==> src/rtl/xf_pkg.sv <==
package xf_pkg;
  typedef enum logic [1:0] {
    SRC_NONE = 2'd0,
    SRC_OFF  = 2'd1,
    SRC_ON   = 2'd2,
    SRC_FIFO = 2'd3
  } xf_src_e;

  typedef struct packed {
    logic off_seen;
    logic on_seen;
    logic again;
    logic dropped;
  } xf_evt_t;
endpackage

==> src/rtl/xf_char_match.sv <==
module xf_char_match #(
  parameter int unsigned CHAR_W = 8,
  parameter logic [CHAR_W-1:0] ON_DEF  = 8'h11,
  parameter logic [CHAR_W-1:0] OFF_DEF = 8'h13
) (
  input  logic              clk,
  input  logic              rst_n,
  input  logic              sw_reset,
  input  logic              on_we,
  input  logic              off_we,
  input  logic [CHAR_W-1:0] cfg_char,
  input  logic              cfg_strip,
  input  logic              cfg_auto_pause,
  input  logic              rx_valid,
  input  logic [CHAR_W-1:0] rx_char,
  output logic [CHAR_W-1:0] on_char,
  output logic [CHAR_W-1:0] off_char,
  output logic              on_hit,
  output logic              off_hit,
  output logic              strip_hit,
  output logic              rx_push,
  output logic              paused
);
  localparam int unsigned NCODE = 2;
  localparam logic [NCODE-1:0][CHAR_W-1:0] DEFV = {OFF_DEF, ON_DEF};

  logic [NCODE-1:0][CHAR_W-1:0] code_q;
  logic [NCODE-1:0]             code_we;
  logic [NCODE-1:0]             match;
  logic                         paused_d;
  logic                         paused_q;

  assign code_we = {off_we, on_we};

  for (genvar gi = 0; gi < NCODE; gi++) begin : g_code
    logic              en;
    logic [CHAR_W-1:0] d;
    always_comb begin
      en = sw_reset | code_we[gi];
      d  = sw_reset ? DEFV[gi] : cfg_char;
    end
    always_ff @(posedge clk or negedge rst_n) begin
      if (!rst_n)  code_q[gi] <= DEFV[gi];
      else if (en) code_q[gi] <= d;
    end
    assign match[gi] = rx_valid && (rx_char == code_q[gi]);
  end

  always_comb begin
    off_hit   = match[1];
    on_hit    = match[0] & ~match[1];
    strip_hit = cfg_strip & (on_hit | off_hit);
    rx_push   = rx_valid & ~strip_hit;
    paused_d  = paused_q;
    if (off_hit)     paused_d = 1'b1;
    else if (on_hit) paused_d = 1'b0;
    if (sw_reset || !cfg_auto_pause) paused_d = 1'b0;
  end

  always_ff @(posedge clk or negedge rst_n) begin
    if (!rst_n) paused_q <= 1'b0;
    else        paused_q <= paused_d;
  end

  assign on_char  = code_q[0];
  assign off_char = code_q[1];
  assign paused   = paused_q;
endmodule

==> src/rtl/xf_level_watch.sv <==
module xf_level_watch #(
  parameter int unsigned LEVEL_W = 9
) (
  input  logic               clk,
  input  logic               rst_n,
  input  logic               sw_reset,
  input  logic               enable,
  input  logic [LEVEL_W-1:0] level,
  input  logic [LEVEL_W-1:0] high_mark,
  input  logic [LEVEL_W-1:0] low_mark,
  output logic               throttled,
  output logic               req_off,
  output logic               req_on
);
  logic thr_q;
  logic thr_d;

  always_comb begin
    req_off = enable & ~sw_reset & ~thr_q & (level >= high_mark);
    req_on  = enable & ~sw_reset &  thr_q & (level <= low_mark);
    thr_d   = thr_q;
    if (req_off)     thr_d = 1'b1;
    else if (req_on) thr_d = 1'b0;
    if (sw_reset || !enable) thr_d = 1'b0;
  end

  always_ff @(posedge clk or negedge rst_n) begin
    if (!rst_n) thr_q <= 1'b0;
    else        thr_q <= thr_d;
  end

  assign throttled = thr_q;
endmodule

==> src/rtl/xf_tx_arbiter.sv <==
module xf_tx_arbiter
  import xf_pkg::*;
#(
  parameter int unsigned CHAR_W = 8
) (
  input  logic              clk,
  input  logic              rst_n,
  input  logic              sw_reset,
  input  logic              cmd_on,
  input  logic              cmd_off,
  input  logic              auto_on,
  input  logic              auto_off,
  input  logic              paused,
  input  logic              tx_busy,
  input  logic              fifo_valid,
  input  logic [CHAR_W-1:0] fifo_data,
  input  logic [CHAR_W-1:0] on_char,
  input  logic [CHAR_W-1:0] off_char,
  output logic              pend_on,
  output logic              pend_off,
  output logic              tx_load,
  output logic [CHAR_W-1:0] tx_load_data,
  output logic              fifo_pop
);
  logic    pon_q, poff_q, pon_d, poff_d;
  logic    new_on, new_off;
  xf_src_e src;

  always_comb begin
    new_off = cmd_off | auto_off;
    new_on  = (cmd_on | auto_on) & ~new_off;
    src     = SRC_NONE;
    if (!tx_busy) begin
      if (poff_q)                    src = SRC_OFF;
      else if (pon_q)                src = SRC_ON;
      else if (fifo_valid && !paused) src = SRC_FIFO;
    end
    poff_d = poff_q & (src != SRC_OFF);
    pon_d  = pon_q  & (src != SRC_ON);
    if (new_off) begin
      poff_d = 1'b1;
      pon_d  = 1'b0;
    end else if (new_on) begin
      pon_d  = 1'b1;
      poff_d = 1'b0;
    end
    if (sw_reset) begin
      poff_d = 1'b0;
      pon_d  = 1'b0;
    end
  end

  always_comb begin
    tx_load      = (src != SRC_NONE);
    fifo_pop     = (src == SRC_FIFO);
    case (src)
      SRC_OFF:  tx_load_data = off_char;
      SRC_ON:   tx_load_data = on_char;
      SRC_FIFO: tx_load_data = fifo_data;
      default:  tx_load_data = '0;
    endcase
  end

  always_ff @(posedge clk or negedge rst_n) begin
    if (!rst_n) begin
      pon_q  <= 1'b0;
      poff_q <= 1'b0;
    end else begin
      pon_q  <= pon_d;
      poff_q <= poff_d;
    end
  end

  assign pend_on  = pon_q;
  assign pend_off = poff_q;
endmodule

==> src/rtl/xf_status.sv <==
module xf_status
  import xf_pkg::*;
(
  input  logic       clk,
  input  logic       rst_n,
  input  logic       sw_reset,
  input  logic       rd,
  input  logic       on_hit,
  input  logic       off_hit,
  input  logic       strip_hit,
  input  logic       paused,
  input  logic       throttled,
  input  logic       pend_off,
  input  logic       pend_on,
  output logic [7:0] stat_q,
  output logic       irq
);
  xf_evt_t evt_q, evt_d, base;
  logic    any_hit, any_prev;

  always_comb begin
    any_hit  = on_hit | off_hit;
    any_prev = evt_q.off_seen | evt_q.on_seen;
    base     = rd ? '0 : evt_q;
    evt_d.off_seen = base.off_seen | off_hit;
    evt_d.on_seen  = base.on_seen  | on_hit;
    evt_d.again    = base.again    | (any_hit & any_prev & ~rd);
    evt_d.dropped  = base.dropped  | strip_hit;
    if (sw_reset) evt_d = '0;
  end

  always_ff @(posedge clk or negedge rst_n) begin
    if (!rst_n) evt_q <= '0;
    else        evt_q <= evt_d;
  end

  assign stat_q = {evt_q, paused, throttled, pend_off, pend_on};
  assign irq    = evt_q.off_seen | evt_q.on_seen;
endmodule

==> src/rtl/xonxoff_flow_ctrl.sv <==
module xonxoff_flow_ctrl #(
  parameter int unsigned CHAR_W  = 8,
  parameter int unsigned LEVEL_W = 9,
  parameter logic [CHAR_W-1:0] ON_DEF  = 8'h11,
  parameter logic [CHAR_W-1:0] OFF_DEF = 8'h13
) (
  input  logic               clk,
  input  logic               rst_n,
  input  logic               sw_reset,
  input  logic               on_char_we,
  input  logic               off_char_we,
  input  logic [CHAR_W-1:0]  cfg_char,
  input  logic               cfg_strip,
  input  logic               cfg_auto_pause,
  input  logic               cfg_auto_throttle,
  input  logic [LEVEL_W-1:0] cfg_high_mark,
  input  logic [LEVEL_W-1:0] cfg_low_mark,
  input  logic [LEVEL_W-1:0] fifo_level,
  input  logic               rx_valid,
  input  logic [CHAR_W-1:0]  rx_char,
  output logic               rx_push,
  output logic [CHAR_W-1:0]  rx_push_data,
  input  logic               cmd_send_on,
  input  logic               cmd_send_off,
  input  logic               tx_busy,
  input  logic               tx_fifo_valid,
  input  logic [CHAR_W-1:0]  tx_fifo_data,
  output logic               tx_fifo_pop,
  output logic               tx_load,
  output logic [CHAR_W-1:0]  tx_load_data,
  output logic               tx_paused,
  input  logic               stat_rd,
  output logic [7:0]         stat_q,
  output logic               irq
);
  logic [1:0]        rst_pipe;
  logic              rst_core_n;
  logic [CHAR_W-1:0] on_char, off_char;
  logic              on_hit, off_hit, strip_hit;
  logic              throttled, req_on, req_off;
  logic              pend_on, pend_off;

  always_ff @(posedge clk or negedge rst_n) begin
    if (!rst_n) rst_pipe <= 2'b00;
    else        rst_pipe <= {rst_pipe[0], 1'b1};
  end
  assign rst_core_n = rst_pipe[1];

  xf_char_match #(.CHAR_W(CHAR_W), .ON_DEF(ON_DEF), .OFF_DEF(OFF_DEF)) u_match (
    .clk(clk), .rst_n(rst_core_n), .sw_reset(sw_reset),
    .on_we(on_char_we), .off_we(off_char_we), .cfg_char(cfg_char),
    .cfg_strip(cfg_strip), .cfg_auto_pause(cfg_auto_pause),
    .rx_valid(rx_valid), .rx_char(rx_char),
    .on_char(on_char), .off_char(off_char),
    .on_hit(on_hit), .off_hit(off_hit), .strip_hit(strip_hit),
    .rx_push(rx_push), .paused(tx_paused)
  );

  xf_level_watch #(.LEVEL_W(LEVEL_W)) u_level (
    .clk(clk), .rst_n(rst_core_n), .sw_reset(sw_reset),
    .enable(cfg_auto_throttle), .level(fifo_level),
    .high_mark(cfg_high_mark), .low_mark(cfg_low_mark),
    .throttled(throttled), .req_off(req_off), .req_on(req_on)
  );

  xf_tx_arbiter #(.CHAR_W(CHAR_W)) u_arb (
    .clk(clk), .rst_n(rst_core_n), .sw_reset(sw_reset),
    .cmd_on(cmd_send_on), .cmd_off(cmd_send_off),
    .auto_on(req_on), .auto_off(req_off),
    .paused(tx_paused), .tx_busy(tx_busy),
    .fifo_valid(tx_fifo_valid), .fifo_data(tx_fifo_data),
    .on_char(on_char), .off_char(off_char),
    .pend_on(pend_on), .pend_off(pend_off),
    .tx_load(tx_load), .tx_load_data(tx_load_data), .fifo_pop(tx_fifo_pop)
  );

  xf_status u_stat (
    .clk(clk), .rst_n(rst_core_n), .sw_reset(sw_reset), .rd(stat_rd),
    .on_hit(on_hit), .off_hit(off_hit), .strip_hit(strip_hit),
    .paused(tx_paused), .throttled(throttled),
    .pend_off(pend_off), .pend_on(pend_on),
    .stat_q(stat_q), .irq(irq)
  );

  assign rx_push_data = rx_char;
endmodule

==> config.mk <==
export PLATFORM = sky130hd
export DESIGN_NAME = xonxoff_flow_ctrl
export DESIGN_NICKNAME = d
export VERILOG_FILES = /design/src/rtl/xf_pkg.sv /design/src/rtl/xf_char_match.sv /design/src/rtl/xf_level_watch.sv /design/src/rtl/xf_tx_arbiter.sv /design/src/rtl/xf_status.sv /design/src/rtl/xonxoff_flow_ctrl.sv
export SDC_FILE = /design/constraint.sdc
export NUM_CORES = 1
export LEC_CHECK = 0
export CORE_MARGIN = 2
export CORE_UTILIZATION = 35
export CTS_CLUSTER_DIAMETER = 100
export CTS_CLUSTER_SIZE = 30
export DETAILED_ROUTE_END_ITERATION = 6
export PLACE_DENSITY = 0.66
export REMOVE_ABC_BUFFERS = 1
export SYNTH_ARGS = -nofsm -noshare
export SYNTH_HDL_FRONTEND = slang
export SYNTH_SLANG_ARGS = --single-unit
==> constraint.sdc <==
create_clock -name clk -period 3.45 [get_ports clk]
set_clock_uncertainty 0.05 [all_clocks]
set_input_delay 0.69 -clock clk [delete_from_list [all_inputs] [get_ports clk]]
set_output_delay 0.69 -clock clk [all_outputs]
set_load 0.01 [all_outputs]
==> results of run 1 <==
-- power groups by stage --
stage	Combinational, mW	Sequential [mW]	Clock, mW
2_1_floorplan	0.101	0.345	0
3_3_place_gp	0.245	0.350	0
3_5_place_dp	0.247	0.350	0
4_1_cts	0.249	0.344	0.203
5_1_grt	0.272	0.348	0.215
6_report	0.247	0.344	0.198
-- final timing paths --
path	endpoint	from	slack (ns)	cells past startpoint
worst min-delay path	rst_pipe[1]	rst_pipe[0]	0.31	0
min in group asynchronous	u_match.on_char[1]	rst_pipe[1]	0.37	0
worst max-delay path	rx_push	rx_char[5]	0.15	7
worst min register to register	rst_pipe[1]	rst_pipe[0]	0.31	0
max in group asynchronous	u_stat.stat_q[4]	rst_pipe[1]	2.38	0
worst max register to register	u_stat.stat_q[5]	u_match.on_char[4]	1.79	6
-- critical path, cell delays in order --
cell,delay (ns)
clkdlybuf4s50_1,0.54
xnor2_1,0.16
nand4_1,0.12
nor3_1,0.24
o21ai_0,0.16
and2_1,0.17
clkdlybuf4s50_1,0.47
-- metal layers --
metal / track usage, % / vias up / wire length (µm)
li1: - / 911 / -
met1: 19.71 / 839 / 2253
met2: 29.32 / 61 / 2357
met4: 3.621 / 0 / 43
met5: 0 / - / 0
met3: 3.295 / 4 / 318
-- layout by cell type, fill, tap and decap left out, types with 5 or more instances in the layout --
cell type and count:
nand2_1 10, nor2b_1 7, xnor2_1 16, dfrtp_1 21
a21oi_1 15, nor2_1 17, dfstp_2 5, ha_1 18
inv_1 27, o21ai_0 7, a211o_1 6, clkdlybuf4s50_1 93
mux2i_1 11, a222oi_1 7
-- sequential cells by signal (all words and copies together), names as in the netlist --
name and flops:
u_match.on_char 8, u_arb.pend_on 1, rst_pipe 2, u_stat.stat_q 4, u_match.paused 1, u_arb.pend_off 1
u_level.throttled 1, u_match.off_char 8
-- layout make-up --
cell class	instances	area, µm²
Timing Repair Buffer	97	960.9
Clock buffer	4	55.05
Fill cell	537	2509
Sequential cell	26	656.9
Inverter	27	101.3
Tap cell	72	90.09
Multi-Input combinational cell	146	1100
-- kinds of logic (layout without fill, tap and decap cells) --
kind of cell | count (synthesis) | count (layout) | synth area share, %
AND/OR/NAND/NOR | 57 | 57 | 15.91
buffers and inverters | 45 | 128 | 11.01
AO/OA/AOI/OAI | 43 | 43 | 15.28
flip-flops | 26 | 26 | 33.42
adder cells (fa/ha/maj) | 18 | 18 | 11.46
XOR/XNOR | 16 | 16 | 7.129
multiplexers | 11 | 11 | 5.602
other | 1 | 1 | 0.1908
-- what timing repair did --
action / 4_1_cts / 5_1_grt
setup buffers: 0 / 0
gates resized for setup: 1 / 1
endpoints found under the setup margin: 7 / 7
==> results.yml, run 1 <==
placed_design:
  placement_stage_cell_area_um2: 2902
  dp_cells: 368
  detailedPlace.worstSlack_ns: -0.08305
  gp_congestion: 0.7789
  dp_hpwl_um: 4086
  portbufs: 93
critical_path:
  crit_arrival_ns: 2.56
  cp_data_required_time_ns: 2.71
  critPathMaxFanout: 3
  timing.critical_path.to_type: "primary output"
  critical_path_class: "input port to primary output"
  crit_path_start_kind: "input port"
run_status:
  status: "finished clean"
route:
  drt_first_iter_violations: 110
  detail-route-antenna-nets: 0
  route.detailed.vias_per_inst: 4.879
  route.detailed.wl_per_inst_um: 13.37
  firstDrtPassIters: 5
  number_of_design_rule_violations_left_after_detail_routing: 0
  detailroute.via_count: 1815
  wirelength_um: 4972
timing:
  post_route_clock_period_utilization_pct: 95.57
  timing_worst_slew_pin_value_ns: 0.9865
  worst_slew_margin_rel_pct: 34.23
  setup_viol_count_final: 0
  max_freq_ghz: 0.3033
  fin_worst_hold_slack_ns: 0.3076
  finalMaxSlewViolations: 0
  rsz0062_at_grt: "false"
  final_critical_path_setup_slack_ns: 0.1530
  finalCriticalPeriod_ns: 3.297
  setup_total_negative_slack_ns: 0
  hold_viol: 0
logic_synthesis:
  post_synth_main_area_contributors: "dfrtp_1 27%, ha_1 11%, xnor2_1 7.1%"
  syn_area_um2: 1966
  post_synth.cell_area_avg_um2: 9.058
  yosys.cell_types.count: 39
  ys_top_cells_by_count: "27 x inv_1, 21 x dfrtp_1, 18 x ha_1"
  synth_top_cell_by_area: "dfrtp_1"
  synthFlopType: "dfrtp_1"
  netlist.area_leader.share_pct: 26.73
  synth_enable_flop_cells: 0
  ys_async_sr_fraction_pct: 100.0
  synth-warning-count: 0
  yosys_register_bits: 26
  post_synth_inst_count: 217
  count_leader_synth: "inv_1"
  synth.yosys.seq_area_share_pct: 33.42
power_and_ir_drop:
  p_switching_uw: 214.0
  cellLeakagePower_nw: 1.315
  power.share.combinational_pct: 31.3
  post-layout-total-power_uw: 788.9
  sequential_cell_fraction_of_total_power_pct: 43.6
  max-vdd-ir-drop_mv: 0.1670
  internal-power_uw: 575.0
  power.switching_fraction_pct: 27.12
  cellPowerDensity_nw_per_um2: 266.2
  power_frac_clock_pct: 25.1
finish:
  fin_util_pct: 54.16
  final_layout_size_suffix_gt1_share_pct: 6.000
  antenna_cells: 0
  flow.area_growth_from_synthesis_pct: 50.80
  layout.nets: 384
  finalInstanceArea_um2: 2964
  stdcell_count: 372
cts:
  cts_hold_repair.buffers: 0
  clk-insertion-delay-late_ns: 0.27
  cts.clk_slew.worst_paths_ns: 0.09
  cts-root-to-sink-buffers: 2
  h-tree-depth: 1
  cts_tree: "done"
  tritoncts.num_buffers: 3
  ctsRootBufferMaster: "clkbuf_8"
  clkSinkCount: 26
floorplan:
  top_level_port_count: 94
  initial_utilization_pct: 35.92
  core.rowCount: 27
  dieArea_um2: 6232
  die_height_um: 78.94
  core-area_um2: 5473
  die-width_um: 78.94
flow_run:
  maxCapViolCount: 0
global_routing:
  number_of_global_route_vias_before_repair: 1791
  wire_length_of_the_first_global_routing_pass_um: 8066
  antenna_found_initial: 0
  total_routing_resource_utilization_after_global_routing_pct: 16.15
  grt-ovfl-total: 0
  grt_max_degree: 25
min_path:
  class_of_the_tightest_hold_or_removal_check: "flop to flop"
Power figures use the tool's default switching activity.
==> run 2: changes to the inputs <==
- MAX_ROUTING_LAYER: default -> met4
==> results.yml, run 2 (synthesized netlist as in run 1, its figures left out) <==
run_status:
  status: "finished clean"
power_and_ir_drop:
  p_switching_uw: 214.4
  power.share.combinational_pct: 31.3
  internal-power_uw: 575.0
  power_frac_clock_pct: 25.1
  cellPowerDensity_nw_per_um2: 266.3
  power.switching_fraction_pct: 27.16
  sequential_cell_fraction_of_total_power_pct: 43.6
  post-layout-total-power_uw: 789.4
  cellLeakagePower_nw: 1.315
  max-vdd-ir-drop_mv: 0.1669
finish:
  layout.cells.most_common: "clkdlybuf4s50_1"
  layout_common_cells: "93 x clkdlybuf4s50_1, 27 x inv_1, 21 x dfrtp_1"
  layout.nets: 384
  antenna_cells: 0
  layout.filler_cells: 537
  final_layout_size_suffix_gt1_share_pct: 6.000
  flow.area_growth_from_synthesis_pct: 50.80
  stdcell_count: 372
timing:
  rsz0062_at_grt: "false"
  hold_viol: 0
  max_freq_ghz: 0.3032
  timing_worst_slew_pin_value_ns: 0.9903
  setup_total_negative_slack_ns: 0
  fin_worst_hold_slack_ns: 0.3077
  setup_viol_count_final: 0
  finalMaxSlewViolations: 0
  post_route_clock_period_utilization_pct: 95.61
  worst_slew_margin_rel_pct: 33.98
  finalCriticalPeriod_ns: 3.298
placed_design:
  dp_hpwl_um: 4086
  portbufs: 93
  gp_congestion: 0.7896
  dp_cells: 368
critical_path:
  crit_path_start_kind: "input port"
  timing.critical_path.buf_inv: 2
  cp_slowest_stage_delay_ns: 0.54
  timing.critical_path.to_type: "primary output"
  path_cells: "clkdlybuf4s50_1 > xnor2_1 > nand4_1 > nor3_1 > o21ai_0 > and2_1 > clkdlybuf4s50_1"
  crit_start: "rx_char[5]"
  path_delay_family: "buffers and inverters"
  critical_path_class: "input port to primary output"
  crit_arrival_ns: 2.56
  r2r-start: "u_match.on_char[4]"
  critPathMaxFanout: 3
  crit_slowest_cell: "clkdlybuf4s50_1"
  cp_data_required_time_ns: 2.71
  critical_path.most_common_cell: "clkdlybuf4s50_1"
cts:
  clkSinkCount: 26
  cts_tree: "done"
  ctsRootBufferMaster: "clkbuf_8"
  cts-resized-gates: 1
  cts_setup_buffers: 0
  cts.clk_slew.worst_paths_ns: 0.09
  cts-root-to-sink-buffers: 2
  h-tree-depth: 1
  tritoncts.num_buffers: 3
  clk-insertion-delay-late_ns: 0.27
  cts_hold_repair.buffers: 0
global_routing:
  wire_length_of_the_first_global_routing_pass_um: 8073
  number_of_global_route_vias_before_repair: 1790
  grt-ovfl-total: 0
  total_routing_resource_utilization_after_global_routing_pct: 16.60
  grt_max_degree: 25
  antenna_found_initial: 0
floorplan:
  top_level_port_count: 94
  die-width_um: 78.94
  die_height_um: 78.94
  core-area_um2: 5473
  initial_utilization_pct: 35.92
  dieArea_um2: 6232
  core.rowCount: 27
route:
  number_of_design_rule_violations_left_after_detail_routing: 0
  wirelength_um: 4984
  route.detailed.vias_per_inst: 4.892
  route.detailed.wl_per_inst_um: 13.40
  firstDrtPassIters: 4
  detailroute.via_count: 1820
  detail-route-antenna-nets: 0
  drt_first_iter_violations: 110
flow_run:
  maxCapViolCount: 0
min_path:
  class_of_the_tightest_hold_or_removal_check: "flop to flop"
  hp-start: "rst_pipe[0]"
run 2: cell counts in the layout (fill, tap and decap cells not counted):
No cell type changed its count.
run 2: worst paths after layout:
| check | slack (ns) | endpoint | depth (start not counted) |
|---|---|---|---|
| worst max register to register | 1.78 | u_stat.stat_q[5] | 6 |
| worst min-delay path | 0.31 | rst_pipe[1] | 0 |
| min in group asynchronous | 0.37 | u_match.on_char[1] | 0 |
| worst max-delay path | 0.15 | rx_push | 7 |
| max in group asynchronous | 2.38 | u_stat.stat_q[4] | 0 |
| worst min register to register | 0.31 | rst_pipe[1] | 0 |
run 2: power by group through the flow:
stage / logic, mW / registers (mW) / clock network [mW]
2_1_floorplan: 0.101 / 0.345 / 0
3_3_place_gp: 0.245 / 0.350 / 0
3_5_place_dp: 0.247 / 0.350 / 0
4_1_cts: 0.249 / 0.344 / 0.203
5_1_grt: 0.272 / 0.348 / 0.215
6_report: 0.247 / 0.344 / 0.198
run 2: worst reg2reg max path: cells and delay by family, from the launching register on:
kind / cells / cell delay, ns
buffers and inverters: 1 / 0.17
DFF: 1 / 0.57
xor gates and xnor gates: 1 / 0.12
and+or+nand+nor: 2 / 0.35
AOI/OAI and AO/OA: 2 / 0.32
run 2: routing by layer:
layer,GRT usage [%],vias up,wire length [µm]
met5,-,-,0
met4,3.621,0,40
met3,3.068,4,301
met2,29.32,62,2382
met1,19.86,843,2259
li1,-,911,-
run 2: area by class of cell:
| type | instances | area (µm²) | area share, % |
|---|---|---|---|
| multi-input cells | 146 | 1100 | 37.10 |
| repair buffers | 97 | 960.9 | 32.42 |
| flip-flops and latches | 26 | 656.9 | 22.16 |
| well taps | 72 | 90.09 | 3.039 |
| inverters | 27 | 101.3 | 3.419 |
| clock buffers | 4 | 55.05 | 1.857 |
run 2: metrics by stage:
stage                     utilization, %  worst slack (ns)  instance area (µm²)
final                              54.16            0.1515                 2964
after global routing               54.16           0.03806                 2964
after CTS                          54.12           0.09832                 2962
after detailed placement           53.02          -0.08305                 2902
after global placement             53.02          -0.08009                 2902
after floorplan                        -             1.211                 1851
==> run 3: changes to the inputs <==
- CORE_ASPECT_RATIO: default -> 0.75
- clock period: 3.45 -> 3.8 ns (I/O delays scaled with it)
==> results.yml, run 3 (synthesized netlist as in run 1, its figures left out) <==
cts:
  cts.clk_slew.worst_paths_ns: 0.09
  ctsRootBufferMaster: "clkbuf_8"
  cts_tree: "done"
  clkSinkCount: 26
  cts_setup_buffers: 0
  clk-insertion-delay-late_ns: 0.27
  tritoncts.num_buffers: 3
  h-tree-depth: 1
  cts-root-to-sink-buffers: 2
power_and_ir_drop:
  post-layout-total-power_uw: 720.2
  power.share.combinational_pct: 31.6
  internal-power_uw: 522.2
  sequential_cell_fraction_of_total_power_pct: 43.4
  cellLeakagePower_nw: 1.314
  max-vdd-ir-drop_mv: 0.1400
  power_frac_clock_pct: 25.0
  cellPowerDensity_nw_per_um2: 242.9
  power.switching_fraction_pct: 27.50
  p_switching_uw: 198.1
route:
  firstDrtPassIters: 7
  detail-route-antenna-nets: 0
  wirelength_um: 5211
  route.detailed.wl_per_inst_um: 13.90
  detailroute.via_count: 1844
  number_of_design_rule_violations_left_after_detail_routing: 1
  drt_first_iter_violations: 84
  route.detailed.vias_per_inst: 4.917
timing:
  rsz0062_at_grt: "false"
  finalCriticalPeriod_ns: 3.506
  hold_viol: 0
  final_critical_path_setup_slack_ns: 0.2945
  post_route_clock_period_utilization_pct: 92.25
  timing_worst_slew_pin_value_ns: 0.9463
  finalMaxSlewViolations: 0
  max_freq_ghz: 0.2853
  fin_worst_hold_slack_ns: 0.3062
  setup_viol_count_final: 0
  worst_slew_margin_rel_pct: 36.91
  setup_total_negative_slack_ns: 0
floorplan:
  top_level_port_count: 94
  core.rowCount: 23
  core-area_um2: 5381
  die-width_um: 90.54
  initial_utilization_pct: 36.53
  dieArea_um2: 6238
  die_height_um: 68.90
critical_path:
  crit_arrival_ns: 2.70
  crit_slowest_cell: "clkdlybuf4s50_1"
  critical_path_class: "input port to primary output"
  critical_path.most_common_cell: "clkdlybuf4s50_1"
  cp_data_required_time_ns: 2.99
  timing.critical_path.to_type: "primary output"
  cp_slowest_stage_delay_ns: 0.53
  crit_path_start_kind: "input port"
  critPathMaxFanout: 7
  path_cells: "clkdlybuf4s50_1 > buf_4 > nor2b_1 > a222oi_1 > inv_1 > clkdlybuf4s50_1"
  worst_r2r_path_depth: 6
global_routing:
  antenna_found_initial: 0
  total_routing_resource_utilization_after_global_routing_pct: 17.24
  grt-ovfl-total: 0
  number_of_global_route_vias_before_repair: 1731
  grt_max_degree: 25
  wire_length_of_the_first_global_routing_pass_um: 8224
placed_design:
  placement_stage_cell_area_um2: 2905
  portbufs: 93
  gp_congestion: 0.8638
  detailedPlace.worstSlack_ns: 0.1775
  dp_hpwl_um: 4256
  dp_cells: 371
finish:
  flow.area_growth_from_synthesis_pct: 50.86
  layout.cells.most_common: "clkdlybuf4s50_1"
  layout_common_cells: "93 x clkdlybuf4s50_1, 27 x inv_1, 21 x dfrtp_1"
  stdcell_count: 375
  antenna_cells: 0
  finalInstanceArea_um2: 2965
  final_layout_size_suffix_gt1_share_pct: 5.667
  layout.nets: 384
  fin_util_pct: 55.10
run_status:
  status: "finished with violations"
  violations: "design-rule violations"
min_path:
  worstHoldPathCells: 0
  class_of_the_tightest_hold_or_removal_check: "flop to flop"
flow_run:
  maxCapViolCount: 0
==> run 3: cell count changes in the layout (fill, tap and decap cells not counted) <==
cell / previous run / this run
nor2b_1: 7 / 8
nor2b_2: 1 / 0
==> run 3: critical path, delay by kind of cell <==
kind                   cells  cell delay [ns]
AND/OR/NAND/NOR            1             0.50
buffers and inverters      4             1.25
AO/OA/AOI/OAI              1             0.18
==> run 3: what timing repair did <==
action                     in CTS  in global routing
setup endpoints to repair       0                  7
hold buffers                    0                  0
gates resized for setup         0                  1
==> run 3: path summary, 6_finish.rpt <==
kind,slack [ns],to,startpoint
max in group asynchronous,2.77,u_arb.pend_off,rst_pipe[1]
min in group asynchronous,0.35,u_match.off_char[7],rst_pipe[1]
hold / removal,0.31,rst_pipe[1],rst_pipe[0]
hold reg to reg,0.31,rst_pipe[1],rst_pipe[0]
setup / recovery,0.29,tx_load_data[5],tx_busy
setup reg to reg,2.10,u_stat.stat_q[5],u_match.on_char[4]
==> run 3: final cells by class <==
type                    count  area [µm²]
flip-flops and latches     26       656.9
well taps                  75       93.84
inverters                  27       101.3
fillers                   499        2416
clock buffers               4       55.05
multi-input cells         146        1097
repair buffers             97       960.9
==> run 3: per-layer routing <==
layer | part of all wire (%) | up-vias | GRT usage [%]
li1 | - | 913 | -
met1 | 51 | 869 | 24.36
met2 | 42 | 60 | 26.03
met3 | 7.0 | 2 | 4.565
met4 | 0.12 | 0 | 1.154
met5 | 0 | - | -
==> run 3: power by group through the flow <==
| stage | clock network, mW | logic, mW | registers (mW) |
|---|---|---|---|
| after floorplan | 0 | 0.0914 | 0.313 |
| after global placement | 0 | 0.224 | 0.318 |
| after detailed placement | 0 | 0.227 | 0.318 |
| after CTS | 0.186 | 0.229 | 0.313 |
| after global routing | 0.195 | 0.251 | 0.316 |
| final | 0.180 | 0.228 | 0.312 |
